`config.mk`:
```
export PLATFORM = sky130hd
export DESIGN_NAME = flash_xfer_seq
export DESIGN_NICKNAME = d
export VERILOG_FILES = /design/src/rtl/fseq_pkg.sv /design/src/rtl/fseq_regs.sv /design/src/rtl/fseq_shift.sv /design/src/rtl/fseq_ctrl.sv /design/src/rtl/flash_xfer_seq.sv
export SDC_FILE = /design/constraint.sdc
export NUM_CORES = 1
export LEC_CHECK = 0
export BUFFER_PORTS_ARGS = -buffer_cell sky130_fd_sc_hd__buf_2
export CAP_MARGIN = 10
export CORE_ASPECT_RATIO = 0.9
export CORE_MARGIN = 3
export CORE_UTILIZATION = 42
export DETAILED_ROUTE_END_ITERATION = 7
export PLACE_DENSITY = 0.74
export RECOVER_POWER = 100
export SLEW_MARGIN = 15
export SYNTH_ARGS = -nofsm -noshare
export SYNTH_HDL_FRONTEND = slang
export SYNTH_SLANG_ARGS = --single-unit
export TNS_END_PERCENT = 50
```
`constraint.sdc`:
```
create_clock -name clk -period 3.4 [get_ports clk]
set_clock_uncertainty 0.1 [all_clocks]
set_input_delay 0.34 -clock clk [delete_from_list [all_inputs] [get_ports clk]]
set_output_delay 0.34 -clock clk [all_outputs]
set_load 0.01 [all_outputs]
```
`src/rtl/fseq_pkg.sv`:
```
package fseq_pkg;

   typedef enum logic [1:0] {
      MD_SLOW  = 2'd0,
      MD_FAST  = 2'd1,
      MD_WRITE = 2'd2,
      MD_RAW   = 2'd3
   } fseq_mode_e;

   localparam logic [7:0] OP_SLOW_READ = 8'h03;

   typedef struct packed {
      logic [7:0] opcode;
      logic [2:0] dummy;
      logic       wide_addr;
      logic       stop;
      fseq_mode_e mode;
   } fseq_ctrl_t;

   function automatic fseq_ctrl_t unpack_ctrl(input logic [31:0] w);
      fseq_ctrl_t c;
      c.opcode    = w[23:16];
      c.dummy     = {w[14], w[7:6]};
      c.wide_addr = w[13];
      c.stop      = w[2];
      c.mode      = fseq_mode_e'(w[1:0]);
      return c;
   endfunction

endpackage

```
`src/rtl/fseq_regs.sv`:
```
module fseq_regs
   import fseq_pkg::*;
#(
   parameter int NUM_CS   = 2,
   parameter int CS_SLOTS = 2,
   parameter int IDX_W    = 2,
   parameter int CS_W     = 1
) (
   input  logic              clk,
   input  logic              rst_n,
   input  logic              cfg_wr,
   input  logic [IDX_W-1:0]  cfg_idx,
   input  logic [31:0]       cfg_wdata,
   input  logic              stop_set,
   input  logic [CS_W-1:0]   stop_idx,
   output fseq_ctrl_t        ctrl_o    [CS_SLOTS],
   output logic [CS_SLOTS-1:0] wen_o,
   output logic [CS_SLOTS-1:0] present_o
);

   logic [NUM_CS-1:0] wen_q;
   logic [31:0]       unused_cfg;

   assign unused_cfg = cfg_wdata;

   always_ff @(posedge clk or negedge rst_n) begin
      if (!rst_n) begin
         wen_q <= '0;
      end else if (cfg_wr && cfg_idx == '0) begin
         wen_q <= cfg_wdata[16 +: NUM_CS];
      end
   end

   for (genvar i = 0; i < CS_SLOTS; i++) begin : g_slot
      if (i < NUM_CS) begin : g_live
         fseq_ctrl_t q;
         always_ff @(posedge clk or negedge rst_n) begin
            if (!rst_n) begin
               q      <= '0;
               q.stop <= 1'b1;
            end else if (cfg_wr && cfg_idx == IDX_W'(i + 1)) begin
               q <= unpack_ctrl(cfg_wdata);
            end else if (stop_set && stop_idx == CS_W'(i)) begin
               q.stop <= 1'b1;
            end
         end
         assign ctrl_o[i]    = q;
         assign wen_o[i]     = wen_q[i];
         assign present_o[i] = 1'b1;
      end else begin : g_absent
         assign ctrl_o[i]    = '{opcode: 8'h00, dummy: 3'd0, wide_addr: 1'b0,
                                 stop: 1'b1, mode: MD_SLOW};
         assign wen_o[i]     = 1'b0;
         assign present_o[i] = 1'b0;
      end
   end

endmodule

```
`src/rtl/fseq_shift.sv`:
```
module fseq_shift (
   input  logic       clk,
   input  logic       rst_n,
   input  logic       start,
   input  logic [7:0] tx,
   input  logic       miso,
   output logic       sclk,
   output logic       mosi,
   output logic       busy,
   output logic       done,
   output logic [7:0] rx
);

   logic [7:0] sh_q;
   logic [2:0] bit_q;

   always_ff @(posedge clk or negedge rst_n) begin
      if (!rst_n) begin
         sh_q  <= '0;
         bit_q <= '0;
         busy  <= 1'b0;
         done  <= 1'b0;
         sclk  <= 1'b0;
         rx    <= '0;
      end else begin
         done <= 1'b0;
         if (start && !busy) begin
            sh_q  <= tx;
            bit_q <= '0;
            busy  <= 1'b1;
            sclk  <= 1'b0;
         end else if (busy) begin
            if (!sclk) begin
               sclk <= 1'b1;
               rx   <= {rx[6:0], miso};
            end else begin
               sclk  <= 1'b0;
               sh_q  <= {sh_q[6:0], 1'b0};
               bit_q <= bit_q + 3'd1;
               if (bit_q == 3'd7) begin
                  busy <= 1'b0;
                  done <= 1'b1;
               end
            end
         end
      end
   end

   assign mosi = busy ? sh_q[7] : 1'b0;

endmodule

```
`src/rtl/fseq_ctrl.sv`:
```
module fseq_ctrl
   import fseq_pkg::*;
#(
   parameter int CS_SLOTS   = 2,
   parameter int CS_W       = 1,
   parameter int DATA_BYTES = 4,
   parameter int SZ_W       = 3
) (
   input  logic                    clk,
   input  logic                    rst_n,
   input  logic                    bus_valid,
   input  logic                    bus_write,
   input  logic [CS_W-1:0]         bus_cs,
   input  logic [31:0]             bus_addr,
   input  logic [8*DATA_BYTES-1:0] bus_wdata,
   input  logic [SZ_W-1:0]         bus_size,
   output logic                    bus_ready,
   output logic [8*DATA_BYTES-1:0] bus_rdata,
   output logic                    bus_err,
   input  fseq_ctrl_t              ctrl_i    [CS_SLOTS],
   input  logic [CS_SLOTS-1:0]     wen_i,
   input  logic [CS_SLOTS-1:0]     present_i,
   output logic                    sh_start,
   output logic [7:0]              sh_tx,
   input  logic                    sh_done,
   input  logic [7:0]              sh_rx,
   output logic                    frame_act,
   output logic [CS_W-1:0]         act_cs,
   output logic                    stop_set
);

   localparam int DW        = 8 * DATA_BYTES;
   localparam int BI_W      = (DATA_BYTES > 1) ? $clog2(DATA_BYTES) : 1;
   localparam int MAX_BYTES = 1 + 4 + 7 + DATA_BYTES;
   localparam int KW        = $clog2(MAX_BYTES + 1);

   typedef enum logic [2:0] {
      S_IDLE, S_SETUP, S_LOAD, S_SHIFT, S_HOLD, S_RESP
   } st_e;

   st_e             st_q;
   logic [CS_W-1:0] cs_q;
   logic [31:0]     addr_q;
   logic [DW-1:0]   wdata_q, rdata_q;
   logic            wr_q, wide_q, frame_q, err_q;
   logic [7:0]      op_q;
   logic [KW-1:0]   hdr_q, tot_q, k_q;

   // decode of the request against the selected control word
   fseq_ctrl_t    sel;
   logic          bad_d, frame_d;
   logic [KW-1:0] hdr_d, tot_d;
   logic [7:0]    op_d;

   always_comb begin
      sel     = ctrl_i[bus_cs];
      frame_d = (sel.mode != MD_RAW);
      bad_d   = !present_i[bus_cs]
             || (bus_size == '0)
             || (bus_size > SZ_W'(DATA_BYTES))
             || (bus_write && (!wen_i[bus_cs] || sel.mode == MD_SLOW || sel.mode == MD_FAST))
             || (!bus_write && sel.mode == MD_WRITE);
      hdr_d = '0;
      if (frame_d) begin
         hdr_d = KW'(1) + (sel.wide_addr ? KW'(4) : KW'(3))
               + ((sel.mode == MD_FAST) ? KW'(sel.dummy) : KW'(0));
      end
      tot_d = hdr_d + KW'(bus_size);
      op_d  = (sel.mode == MD_SLOW) ? OP_SLOW_READ : sel.opcode;
   end

   // byte selection for the current frame position
   logic [BI_W-1:0] didx;
   logic [2:0]      apos;
   logic            in_data, last;

   assign didx    = BI_W'(k_q - hdr_q);
   assign apos    = (wide_q ? 3'd4 : 3'd3) - 3'(k_q);
   assign in_data = !frame_q || (k_q >= hdr_q);
   assign last    = (KW'(k_q + KW'(1)) == tot_q);

   always_comb begin
      if (in_data) begin
         sh_tx = wr_q ? wdata_q[8*didx +: 8] : 8'h00;
      end else if (k_q == '0) begin
         sh_tx = op_q;
      end else if (k_q <= (wide_q ? KW'(4) : KW'(3))) begin
         sh_tx = addr_q[8*apos +: 8];
      end else begin
         sh_tx = 8'hFF;
      end
   end

   always_ff @(posedge clk or negedge rst_n) begin
      if (!rst_n) begin
         st_q    <= S_IDLE;
         cs_q    <= '0;
         addr_q  <= '0;
         wdata_q <= '0;
         rdata_q <= '0;
         wr_q    <= 1'b0;
         wide_q  <= 1'b0;
         frame_q <= 1'b0;
         err_q   <= 1'b0;
         op_q    <= '0;
         hdr_q   <= '0;
         tot_q   <= '0;
         k_q     <= '0;
      end else begin
         case (st_q)
            S_IDLE: if (bus_valid) begin
               cs_q    <= bus_cs;
               addr_q  <= bus_addr;
               wdata_q <= bus_wdata;
               wr_q    <= bus_write;
               wide_q  <= sel.wide_addr;
               frame_q <= frame_d;
               op_q    <= op_d;
               hdr_q   <= hdr_d;
               tot_q   <= tot_d;
               k_q     <= '0;
               rdata_q <= '0;
               err_q   <= bad_d;
               if (bad_d)        st_q <= S_RESP;
               else if (frame_d) st_q <= S_SETUP;
               else              st_q <= S_LOAD;
            end
            S_SETUP: st_q <= S_LOAD;
            S_LOAD:  st_q <= S_SHIFT;
            S_SHIFT: if (sh_done) begin
               if (!wr_q && in_data) rdata_q[8*didx +: 8] <= sh_rx;
               k_q <= k_q + KW'(1);
               if (last) st_q <= frame_q ? S_HOLD : S_RESP;
               else      st_q <= S_LOAD;
            end
            S_HOLD:  st_q <= S_RESP;
            S_RESP:  st_q <= S_IDLE;
            default: st_q <= S_IDLE;
         endcase
      end
   end

   assign sh_start  = (st_q == S_LOAD);
   assign frame_act = frame_q && (st_q == S_SETUP || st_q == S_LOAD || st_q == S_SHIFT);
   assign act_cs    = cs_q;
   assign stop_set  = frame_q && (st_q == S_SHIFT) && sh_done && last;
   assign bus_ready = (st_q == S_RESP);
   assign bus_rdata = rdata_q;
   assign bus_err   = err_q;

endmodule

```
`src/rtl/flash_xfer_seq.sv`:
```
module flash_xfer_seq
   import fseq_pkg::*;
#(
   parameter int NUM_CS     = 2,
   parameter int DATA_BYTES = 4,
   localparam int CS_W      = (NUM_CS > 1) ? $clog2(NUM_CS) : 1,
   localparam int IDX_W     = $clog2(NUM_CS + 1),
   localparam int SZ_W      = $clog2(DATA_BYTES + 1)
) (
   input  logic                    clk,
   input  logic                    rst_n,
   input  logic                    cfg_wr,
   input  logic [IDX_W-1:0]        cfg_idx,
   input  logic [31:0]             cfg_wdata,
   input  logic                    bus_valid,
   input  logic                    bus_write,
   input  logic [CS_W-1:0]         bus_cs,
   input  logic [31:0]             bus_addr,
   input  logic [8*DATA_BYTES-1:0] bus_wdata,
   input  logic [SZ_W-1:0]         bus_size,
   output logic                    bus_ready,
   output logic [8*DATA_BYTES-1:0] bus_rdata,
   output logic                    bus_err,
   output logic                    spi_sclk,
   output logic                    spi_mosi,
   input  logic                    spi_miso,
   output logic [NUM_CS-1:0]       spi_cs_n
);

   localparam int CS_SLOTS = 1 << CS_W;

   if (NUM_CS < 1 || NUM_CS > 16) begin : g_bad_cs
      $error("NUM_CS must lie in 1..16");
   end
   if (DATA_BYTES < 1 || DATA_BYTES > 4) begin : g_bad_bytes
      $error("DATA_BYTES must lie in 1..4");
   end

   fseq_ctrl_t          ctrl [CS_SLOTS];
   logic [CS_SLOTS-1:0] wen, present;
   logic                stop_set, frame_act;
   logic [CS_W-1:0]     act_cs;
   logic                sh_start, sh_done, sh_busy;
   logic [7:0]          sh_tx, sh_rx;

   fseq_regs #(
      .NUM_CS(NUM_CS), .CS_SLOTS(CS_SLOTS), .IDX_W(IDX_W), .CS_W(CS_W)
   ) u_regs (
      .clk(clk), .rst_n(rst_n),
      .cfg_wr(cfg_wr), .cfg_idx(cfg_idx), .cfg_wdata(cfg_wdata),
      .stop_set(stop_set), .stop_idx(act_cs),
      .ctrl_o(ctrl), .wen_o(wen), .present_o(present)
   );

   fseq_ctrl #(
      .CS_SLOTS(CS_SLOTS), .CS_W(CS_W), .DATA_BYTES(DATA_BYTES), .SZ_W(SZ_W)
   ) u_ctrl (
      .clk(clk), .rst_n(rst_n),
      .bus_valid(bus_valid), .bus_write(bus_write), .bus_cs(bus_cs),
      .bus_addr(bus_addr), .bus_wdata(bus_wdata), .bus_size(bus_size),
      .bus_ready(bus_ready), .bus_rdata(bus_rdata), .bus_err(bus_err),
      .ctrl_i(ctrl), .wen_i(wen), .present_i(present),
      .sh_start(sh_start), .sh_tx(sh_tx), .sh_done(sh_done), .sh_rx(sh_rx),
      .frame_act(frame_act), .act_cs(act_cs), .stop_set(stop_set)
   );

   fseq_shift u_shift (
      .clk(clk), .rst_n(rst_n),
      .start(sh_start), .tx(sh_tx), .miso(spi_miso),
      .sclk(spi_sclk), .mosi(spi_mosi),
      .busy(sh_busy), .done(sh_done), .rx(sh_rx)
   );

   logic unused_busy;
   assign unused_busy = sh_busy;

   for (genvar i = 0; i < NUM_CS; i++) begin : g_csn
      assign spi_cs_n[i] = (frame_act && act_cs == CS_W'(i)) ? 1'b0 : ctrl[i].stop;
   end

endmodule

```
; Yosys cells after proc, flatten, opt, wreduce, memory -nomap -nowiden
; Index checks and enable logic that the tools add are counted.
[classes]
bitwise = 4
magnitude_cmp = 5
reduce_logical = 46
muxes = 55
shifts = 4
addsub = 8
eq_ne = 15
[ops]
columns = cell, n
row1 = 32-bit two-way mux, 3
row2 = 8-bit two-way mux, 8
row3 = 32-bit case mux with 2 select lines, 1
row4 = 15-bit two-way mux, 3
row5 = 5-bit negation with 34-bit output, 1
row6 = 8-bit by 34-bit variable shift with 32-bit output (first input constant), 1
row7 = 8-bit by 34-bit variable part select with 32-bit output, 1
row8 = 3-bit two-way mux, 11
row9 = 32-bit bitwise mux, 1
row10 = 32-bit by 6-bit variable part select with 8-bit output, 1
row11 = 32-bit by 7-bit variable part select with 8-bit output, 1
row12 = 1-bit two-way mux, 22
row13 = 1-bit logical AND, 15
row14 = 5-bit two-way mux, 3
row15 = 3-bit case mux with 5 select lines, 1
row16 = 5-bit case mux with 2 select lines, 1
row17 = 2-bit nonzero test, 5
row18 = 3-bit equality test (second input constant), 3
row19 = 1-bit logical OR, 9
row20 = 3-bit by 2-bit equality test with 1-bit output (second input constant), 2
row21 = 1-bit zero test, 6
row22 = 3-bit zero test, 2
row23 = 2-bit AND reduction, 3
row24 = 3-bit AND reduction, 2
row25 = other kinds (24), 31
[word_totals]
register_bits = 181
elab_cells = 167
inputBits = 108
out_inout_bits = 38

; Depth between registers and ports, before layout
; Gate-level depths: netlist of run 1.
[depth]
ltp_word = 13
ltp_mapped = 15
mapped_depth_nobuf = 14

; Modules after synthesis
; A second synthesis of run 1 with hierarchy kept.
[unflattened]
cells_unflattened = 798
area_unflattened_um2 = 8918.6
[modules_own_cells]
columns = mod, seq_area_each_um2, cells_per_inst, instances, area_each_um2
row1 = fseq_ctrl, 3153.0, 649, 1, 6555.0
row2 = fseq_regs, 803.3, 77, 1, 1347.5
row3 = fseq_shift, 550.5, 69, 1, 997.2
row4 = flash_xfer_seq, 0.0, 3, 1, 18.8

; Worst setup path before layout of run 1
; No wires, ideal clock.
[synth_timing]
path_kind = input to register
start = input bus_cs
end = register u_ctrl.tot_q[3]
t_arrival_ns = 3.076
setup_slack_ns = 0.088
setup_ns = 0.136
required_time_ns = 3.164
cell_stages = 14
path_buffers = 2
cell_sequence = buf_1 buf_1 mux2i_1 or2_2 ha_1 inv_1 fa_1 nand2_1 inv_1 ha_1 a21o_1 a21oi_1 xor2_1 o21ai_0
[synth_between]
elab_chain_cells = 9
elab_cells_between_ends = 12
cone_classes = 3 x add/sub / 2 x eq/ne / 6 x mux / 1 x bitwise
[synth_rtl]
columns = item, line
row1 = from (decl), flash_xfer_seq.sv:17  ; input logic [CS_W-1:0] bus_cs,
row2 = 1-bit inverter with 2-bit output (not written as such) *, fseq_ctrl.sv:56  ; sel = ctrl_i[bus_cs];
row3 = 15-bit two-way mux (not written as such) * (3 in series), fseq_ctrl.sv:56
row4 = 3-bit two-way mux or 2-bit by 1-bit equality test with 1-bit output (tied branches), "fseq_ctrl.sv:65, fseq_ctrl.sv:66"
row5 = 1-bit by 5-bit adder with 5-bit output or 3-bit two-way mux (tied branches), "fseq_ctrl.sv:65, fseq_ctrl.sv:66"
row6 = 5-bit adder, fseq_ctrl.sv:66  ; + ((sel.mode == MD_FAST) ? KW'(sel.dummy) : KW'(0));
row7 = 5-bit two-way mux *, fseq_ctrl.sv:64  ; if (frame_d) begin
row8 = named net u_ctrl.hdr_d[1], fseq_ctrl.sv:52  ; logic [KW-1:0] hdr_d, tot_d;
row9 = 5-bit by 3-bit adder with 5-bit output *, fseq_ctrl.sv:68  ; tot_d = hdr_d + KW'(bus_size);
row10 = to (signal assigned), fseq_ctrl.sv:120  ; tot_q <= tot_d;
row11 = to (decl), fseq_ctrl.sv:47  ; logic [KW-1:0] hdr_q, tot_q, k_q;
; Mark *: on every way through the listed nets, which the timed path passes. The rest lies on a longest branch. The select of a mux whose other input is x is not followed.
; A chain may end at the register's enable or synchronous reset.

; Final worst setup path of run 1
[layout_timing]
start = register u_ctrl.k_q[0]
end = register u_ctrl.rdata_q[7] (netlist: u_ctrl.bus_rdata[7])
[layout_between]
elab_chain_cells = 7
elab_cells_between_ends = 13
cone_classes = 2 x add/sub / 1 x order compare / 1 x eq/ne / 2 x shift / 4 x mux / 3 x reduce/logical
[layout_rtl]
columns = item, line
row1 = from (decl), fseq_ctrl.sv:47
row2 = from (signal assigned), fseq_ctrl.sv:132  ; k_q <= k_q + KW'(1);
row3 = 2-bit subtractor, fseq_ctrl.sv:77  ; assign didx = BI_W'(k_q - hdr_q);
row4 = 5-bit negation with 34-bit output, fseq_ctrl.sv:131  ; if (!wr_q && in_data) rdata_q[8*didx +: 8] <= sh_rx;
row5 = 8-bit by 34-bit variable part select with 32-bit output or 8-bit by 34-bit variable shift with 32-bit output (tied branches), fseq_ctrl.sv:131
row6 = 32-bit bitwise mux, fseq_ctrl.sv:131
row7 = 32-bit two-way mux, fseq_ctrl.sv:131
row8 = 32-bit two-way mux, fseq_ctrl.sv:130  ; S_SHIFT: if (sh_done) begin
row9 = 32-bit case mux with 2 select lines, fseq_ctrl.sv:110  ; case (st_q)
row10 = "to (signal, indexed assignment)", fseq_ctrl.sv:131
row11 = to (decl), fseq_ctrl.sv:44  ; logic [DW-1:0] wdata_q, rdata_q;
; Several ways; a longest one is shown, not always the timed one. The select of a mux whose other input is x is not followed.

==> impl_metrics.yaml, run 1 <==
die:
  start_util_pct: 43.4
  core_region_area_sq_um: 19500
  floorplan.die_area_sq_um: 21900
  chipHeight_um: 141
  fp.dieW_um: 156
  ioPinCount: 146
  placementRows: 48
global_routing:
  grt.met3_usage_pct: 3.71
  maximum_number_of_pins_on_one_net_before_global_route_repair: 93
  antenna_violations_before_repair: 0
  use_met1_pct: 27.3
  gr-usage-met2_pct: 30.7
  vias_in_the_first_global_route: 6458
  overflow: 0
  grt_most_used_layer: "met2"
  global_route_wire_length_before_repair_mm: 33.7
  grt_util_all_layers_pct: 19.4
clock_network:
  cts.root.buffer_cell: "sky130_fd_sc_hd__clkbuf_16"
  post_cts.repair.setup_buffers: 0
  cts_tree: "yes"
  max-clock-path-buffers: 2
  cts_made_buffers: 17
  clock_insertion_delay_worst_skew_ns: 0.43
  clk_transition_reported_paths_ns: 0.07
  cts_num_sinks: 180
  cts_max_level: 4
sta:
  period_needed_ns: 3.08
  final.setup.tns_ns: 0
  max_slew_margin_pct: -55.6
  hold_violations: 0
  maxClockFrequency_mhz: 324
  unrepaired_setup_endpoints_after_global_routing: "no"
  finalHoldWorstSlack_ns: 0.0130
  worst-slew-pin-transition_ns: 2.33
  fin_crit_sh_pct: 90.7
  finalSetupViolCount: 0
  slew_viol_final: 140
synth:
  synth_cell_type_count: 63
  syn_inst: 781
  ffs_latches_synth: 180
  netlist_area_sq_um: 8450
  synth_fp_nets: 916
  async_reset_ff_share_pct: 100
  syn_avg_cell_area_sq_um: 10.8
  synth-edff-count: 0
  yosys_most_used_dff: "sky130_fd_sc_hd__dfrtp_1"
  synth_seq_area_share_pct: 53.3
  ys_warn_count: 0
critical_path:
  critical_path_class: "flip-flop to flip-flop"
  r2r_cells: 8
  crit_path_end_kind: "flip-flop"
  cp_slowest_cell: "sky130_fd_sc_hd__nor3_1"
  crit_required_ns: 3.67
  startpoint_type: "flip-flop"
  cp.arrival_ns: 3.35
  worstPathMaxFanout: 8
  crit_chain: "inv_1, ha_1, xnor2_1, inv_1, ha_1, nand4b_1, nor3_1, a22o_1"
  worst_path_largest_cell_delay_ns: 0.86
route:
  initialDrtViolationCount: 435
  via_count: 6428
  drc_markers: 0
  ratio_of_routed_vias_to_standard_cells: 5.26
  post_drt_wl_per_cell_um: 16.8
  routed_wirelength_mm: 20.6
  drtPass1Iterations: 4
  route.antenna.remaining_nets: 0
final_layout:
  multi_input_area_sq_um: 3700
  drive_above_1_share_pct: 20.2
  finalNetCount: 1094
  area_growth_pct: 23.0
  register_area_sq_um: 4510
  finish.utilization_pct: 53.4
  num_antenna_cells: 0
  filler_cell_count: 1738
  design_area_sq_um: 10400
pwr:
  switching_power_mw: 2.75
  p_comb_share_pct: 33.5
  power_frac_clock_pct: 25.5
  total_leakage_power_nw: 5.00
  pwr-share-seq_pct: 41.0
  irDropWorstVdd_mv: 0.416
  cellInternalPower_mw: 5.30
  sw_frac_of_total_pct: 34.2
  power_density_nw_per_um2: 774
placement:
  dp_hpwl_mm: 14.1
  buffer_ports.inserted: 128
  placement.cell_area_sq_um: 9380
  place_congestion: 0.844
min_path:
  worst_hold_path.num_cells: 3
  worst_hold_path_type: "input port to flip-flop"
run_status:
  outcome: "finished with violations"
  failed_checks: "capacitance limit, slew limit"
flow_run:
  max_cap_viol_count: 2
repair_timing:
action,CTS,global route
endpoints found under the hold margin,137,0
endpoints found under the setup margin,0,0
hold buffers,51,0
gates resized for setup,0,0
final timing paths:
path / from / to / slack (ns)
min in group asynchronous: rst_n / u_ctrl.addr_q[1] / 1.04
max: u_ctrl.k_q[0] / u_ctrl.bus_rdata[7] / 0.32
min reg2reg: u_ctrl.wdata_q[27] / u_ctrl.wdata_q[27] / 0.38
max in group asynchronous: rst_n / u_ctrl.wdata_q[1] / 0.53
max reg2reg: u_ctrl.k_q[0] / u_ctrl.bus_rdata[7] / 0.32
min: bus_addr[19] / u_ctrl.addr_q[19] / 0.01
routing by layer:
| layer | vias to the layer above | wire length, um |
|---|---|---|
| met5 | - | 0 |
| met4 | 0 | 352 |
| met3 | 26 | 893 |
| met2 | 165 | 9970 |
| met1 | 3172 | 9340 |
| li1 | 3065 | - |
worst max-delay path: cells and delay by family, from the launching register on:
family	cells	cell delay (ns)
buffers and inverters	2	0.28
DFF	1	0.46
adders and majority gates	2	0.61
and+or+nand+nor	2	1.06
AOI/OAI and AO/OA	1	0.25
xor gates and xnor gates	1	0.26
metrics by stage:
| stage | std cells | total power [mW] | setup WS [ns] |
|---|---|---|---|
| after CTS | 1221 | 8.14 | 0.338 |
| after detailed placement | 1139 | 6.01 | 0.273 |
| after floorplan | 781 | 5.17 | 0.0881 |
| after global routing | 1221 | 8.59 | 0.0613 |
| final | 1221 | 8.05 | 0.318 |
| after global placement | 1139 | 5.90 | 0.376 |
cell families after synthesis:
logic type,synth area share [%]
buffers and inverters,2.62
and+or+nand+nor,16.7
DFF,53.3
xor gates and xnor gates,1.67
adders and majority gates,4.26
muxes,11.4
AOI/OAI and AO/OA,10.0
power by group through the flow:
stage	logic, mW	registers (mW)	clock network [mW]
floorplan	2.00	3.17	0
global placement	2.62	3.28	0
detailed placement	2.70	3.31	0
CTS	2.76	3.28	2.09
global route	3.02	3.38	2.19
finish	2.70	3.30	2.05
layout by cell type (no fill, tap or decap), types with 4 or more instances in the layout:
master | Yosys | routed
sky130_fd_sc_hd__nand2_1 | 241 | 240
sky130_fd_sc_hd__dfrtp_1 | 178 | 178
sky130_fd_sc_hd__buf_2 | 9 | 87
sky130_fd_sc_hd__dlygate4sd3_1 | 0 | 51
sky130_fd_sc_hd__clkbuf_1 | 18 | 44
sky130_fd_sc_hd__mux2_2 | 42 | 42
sky130_fd_sc_hd__a22o_1 | 34 | 34
sky130_fd_sc_hd__o21ai_0 | 28 | 28
sky130_fd_sc_hd__ha_1 | 24 | 24
sky130_fd_sc_hd__inv_1 | 23 | 23
sky130_fd_sc_hd__nor2_1 | 18 | 18
sky130_fd_sc_hd__clkbuf_16 | 0 | 17
sky130_fd_sc_hd__mux4_2 | 16 | 16
sky130_fd_sc_hd__nor2b_1 | 13 | 13
sky130_fd_sc_hd__mux2i_1 | 13 | 13
sky130_fd_sc_hd__nand3_1 | 12 | 12
sky130_fd_sc_hd__a21oi_1 | 7 | 8
sky130_fd_sc_hd__o221ai_1 | 8 | 8
sky130_fd_sc_hd__xnor2_1 | 7 | 7
sky130_fd_sc_hd__nor3_1 | 6 | 6
sky130_fd_sc_hd__o211ai_1 | 5 | 5
sky130_fd_sc_hd__a22oi_1 | 5 | 5
sky130_fd_sc_hd__or2_2 | 4 | 4
sky130_fd_sc_hd__xor2_1 | 4 | 4
sky130_fd_sc_hd__clkbuf_2 | 0 | 4
sky130_fd_sc_hd__buf_4 | 0 | 4
layout make-up:
cell class	instances	share of cell area [%]
Timing Repair Buffer	190	11.3
Tap cell	250	3.01
Clock buffer	19	4.26
Clock inverter	12	1.64
Sequential cell	180	43.4
Multi-Input combinational cell	547	35.6
Inverter	23	0.831
synthesized netlist by cell type, types with 2 or more instances:
master / instances / area [sq um]
sky130_fd_sc_hd__or3_1: 3 / 18.8
sky130_fd_sc_hd__a22o_1: 34 / 298
sky130_fd_sc_hd__dfrtp_1: 178 / 4450
sky130_fd_sc_hd__inv_1: 23 / 86.3
sky130_fd_sc_hd__buf_2: 9 / 45.0
sky130_fd_sc_hd__a21oi_1: 7 / 35.0
sky130_fd_sc_hd__o211ai_1: 5 / 37.5
sky130_fd_sc_hd__a22oi_1: 5 / 37.5
sky130_fd_sc_hd__nand4b_1: 2 / 17.5
sky130_fd_sc_hd__and2_1: 3 / 18.8
sky130_fd_sc_hd__xnor2_1: 7 / 61.3
sky130_fd_sc_hd__and3_1: 3 / 18.8
sky130_fd_sc_hd__a32oi_1: 2 / 17.5
sky130_fd_sc_hd__fa_1: 3 / 60.1
sky130_fd_sc_hd__o21ai_0: 28 / 140
sky130_fd_sc_hd__nor2_1: 18 / 67.6
sky130_fd_sc_hd__nand3b_1: 3 / 22.5
sky130_fd_sc_hd__a221o_1: 2 / 20.0
sky130_fd_sc_hd__o41a_1: 2 / 22.5
sky130_fd_sc_hd__clkbuf_1: 18 / 67.6
sky130_fd_sc_hd__xnor3_1: 2 / 45.0
sky130_fd_sc_hd__xor2_1: 4 / 35.0
sky130_fd_sc_hd__a211oi_1: 2 / 15.0
sky130_fd_sc_hd__o21a_1: 2 / 15.0
sky130_fd_sc_hd__nor2b_1: 13 / 81.3
sky130_fd_sc_hd__a21o_1: 3 / 22.5
sky130_fd_sc_hd__nand2_1: 241 / 905
sky130_fd_sc_hd__mux2_2: 42 / 473
sky130_fd_sc_hd__mux4_2: 16 / 360
sky130_fd_sc_hd__o221ai_1: 8 / 70.1
sky130_fd_sc_hd__a211o_1: 2 / 17.5
sky130_fd_sc_hd__nand3_1: 12 / 60.1
sky130_fd_sc_hd__or2_2: 4 / 25.0
sky130_fd_sc_hd__dfstp_2: 2 / 52.6
sky130_fd_sc_hd__o22a_1: 2 / 17.5
sky130_fd_sc_hd__ha_1: 24 / 300
sky130_fd_sc_hd__mux2i_1: 13 / 130
sky130_fd_sc_hd__buf_1: 3 / 11.3
sky130_fd_sc_hd__nor3_1: 6 / 30.0
sky130_fd_sc_hd__nor3b_1: 2 / 15.0
registers in the layout, summed over array words and instances (netlist names), 8 cells and up:
| signal | flops |
|---|---|
| u_ctrl.op_q | 8 |
| u_ctrl.wdata_q | 32 |
| u_ctrl.bus_rdata | 32 |
| u_shift.rx | 8 |
| u_shift.sh_q | 8 |
| u_ctrl.addr_q | 32 |
| u_regs.ctrl_o | 30 |
Power figures use the tool's default switching activity.
==> inputs of run 2 (changes only) <==
REMOVE_ABC_BUFFERS = 1   (was unset)
==> run 2 against run 1 <==
Via count fell by 0.36%; final cell count fell by 0.98%; global-route usage fell by 0.77 points; first-iteration DRC count rose by 7.8%; register-to-register slack got worse by 0.02 ns; clock-buffer cell count rose by 1; the flow still finishes with violations (capacitance limit, slew limit).
==> impl_metrics.yaml, run 2 (same netlist as run 1, synthesis figures left out) <==
sta:
  post-route-worst-setup-slack_ns: 0.297
  finalSetupViolCount: 0
  hold_violations: 0
  max_slew_margin_pct: -54.9
  maxClockFrequency_mhz: 322
  period_needed_ns: 3.10
  worst-slew-pin-transition_ns: 2.32
  unrepaired_setup_endpoints_after_global_routing: "no"
  fin_crit_sh_pct: 91.3
  finalHoldWorstSlack_ns: 0.0145
  final.setup.tns_ns: 0
  slew_viol_final: 95
clock_network:
  cts_made_buffers: 17
  cts_num_sinks: 180
  clk_transition_reported_paths_ns: 0.07
  cts.root.buffer_cell: "sky130_fd_sc_hd__clkbuf_16"
  clock_insertion_delay_worst_skew_ns: 0.43
  cts_tree: "yes"
  max-clock-path-buffers: 2
  cts_max_level: 4
placement:
  buffer_ports.inserted: 128
  place_congestion: 0.859
  post-place-ws_ns: 0.243
  dp_hpwl_mm: 13.7
route:
  via_count: 6405
  drc_markers: 0
  drtPass1Iterations: 5
  initialDrtViolationCount: 469
  post_drt_wl_per_cell_um: 16.4
  routed_wirelength_mm: 19.8
  ratio_of_routed_vias_to_standard_cells: 5.30
  route.antenna.remaining_nets: 0
die:
  floorplan.die_area_sq_um: 21900
  ioPinCount: 146
  fp.dieW_um: 156
  core_region_area_sq_um: 19500
  start_util_pct: 43.4
  placementRows: 48
  chipHeight_um: 141
critical_path:
  reg2reg_from: "u_ctrl.k_q[0]"
  cp_launch_point: "u_ctrl.k_q[0]"
  cp.arrival_ns: 3.36
  r2r_cells: 6
  regToRegEndpoint: "u_ctrl.bus_rdata[25]"
  timing.reg2reg.setup_slack_ns: 0.30
  worstPathMaxFanout: 11
  endpoint: "u_ctrl.bus_rdata[25]"
  crit_path_end_kind: "flip-flop"
  startpoint_type: "flip-flop"
  crit_required_ns: 3.66
  critical_path_class: "flip-flop to flip-flop"
run_status:
  failed_checks: "capacitance limit, slew limit"
  outcome: "finished with violations"
global_routing:
  antenna_violations_before_repair: 0
  global_route_wire_length_before_repair_mm: 32.8
  vias_in_the_first_global_route: 6462
  overflow: 0
  grt_util_all_layers_pct: 18.6
  maximum_number_of_pins_on_one_net_before_global_route_repair: 95
final_layout:
  finalNetCount: 1081
  drive_above_1_share_pct: 20.9
  mostFrequentLayoutCells: "sky130_fd_sc_hd__nand2_1, sky130_fd_sc_hd__dfrtp_1, sky130_fd_sc_hd__buf_2"
  num_antenna_cells: 0
  area_growth_pct: 21.0
  most_frequent_standard_cell_in_the_layout_excluding_fill_and_tap_cells: "sky130_fd_sc_hd__nand2_1"
pwr:
  power_density_nw_per_um2: 764
  total_leakage_power_nw: 4.93
  irDropWorstVdd_mv: 0.380
min_path:
  worst_hold_path_type: "input port to flip-flop"
flow_run:
  max_cap_viol_count: 1
==> run 2: cell types whose count changed in the layout (fill, tap and decap cells not counted), sizes merged <==
cell	delta
dlygate4sd3	-11
clkinv	+4
bufinv	-3
inv	-1
clkbuf	-5
buf	+4
==> run 2: final cells by class <==
class	instances	area, sq um
inverters	23	86.3
clock buffers	20	457
multi-input cells	547	3700
well taps	250	313
repair buffers	177	1060
flip-flops and latches	180	4510
fillers	1751	9230
clock inverters	12	96.3
==> run 2: power breakdown <==
group / switching (mW) / total [mW] / internal, mW
combinational: 1.37 / 2.67 / 1.30
sequential: 0.501 / 3.30 / 2.80
clock: 0.862 / 1.85 / 0.987
==> run 2: timing repair <==
action | in CTS | in global routing
hold buffers | 39 | 1
hold endpoints to repair | 128 | 1
gates resized for setup | 0 | 0
setup buffers | 0 | 0
==> run 2: metal layers <==
layer / track usage [%] / share of wire, %
met4: 5.30 / 1.4
met5: 0 / 0
met2: 29.9 / 47
met1: 26.0 / 46
met3: 3.53 / 5.4
==> run 2: how the worst min path moves through the flow <==
stage,to,cells after the start,from
finish,u_ctrl.wdata_q[13],3,bus_wdata[13]
detailed placement,u_ctrl.wdata_q[21],2,u_ctrl.wdata_q[21]
global placement,u_ctrl.wdata_q[22],2,u_ctrl.wdata_q[22]
global route,u_ctrl.addr_q[17],3,bus_addr[17]
floorplan,u_ctrl.act_cs,0,rst_n
CTS,u_ctrl.addr_q[30],3,bus_addr[30]
==> run 2: critical path: stages, from the launching register on <==
cell and delay (ns):
sky130_fd_sc_hd__dfrtp_1 0.46, sky130_fd_sc_hd__inv_1 0.13, sky130_fd_sc_hd__ha_1 0.51, sky130_fd_sc_hd__ha_1 0.33, sky130_fd_sc_hd__or4_4 0.52, sky130_fd_sc_hd__nor4b_2 0.72
sky130_fd_sc_hd__a22o_1 0.26
==> run 2: through the flow <==
| stage | instances | instance area (sq um) | power [mW] | util, % |
|---|---|---|---|---|
| floorplan | 750 | 8320 | 5.15 | - |
| global placement | 1137 | 9360 | 5.89 | 48.1 |
| detailed placement | 1137 | 9360 | 5.99 | 48.1 |
| CTS | 1208 | 10300 | 7.91 | 53.0 |
| global route | 1209 | 10200 | 8.34 | 52.5 |
| finish | 1209 | 10200 | 7.81 | 52.5 |
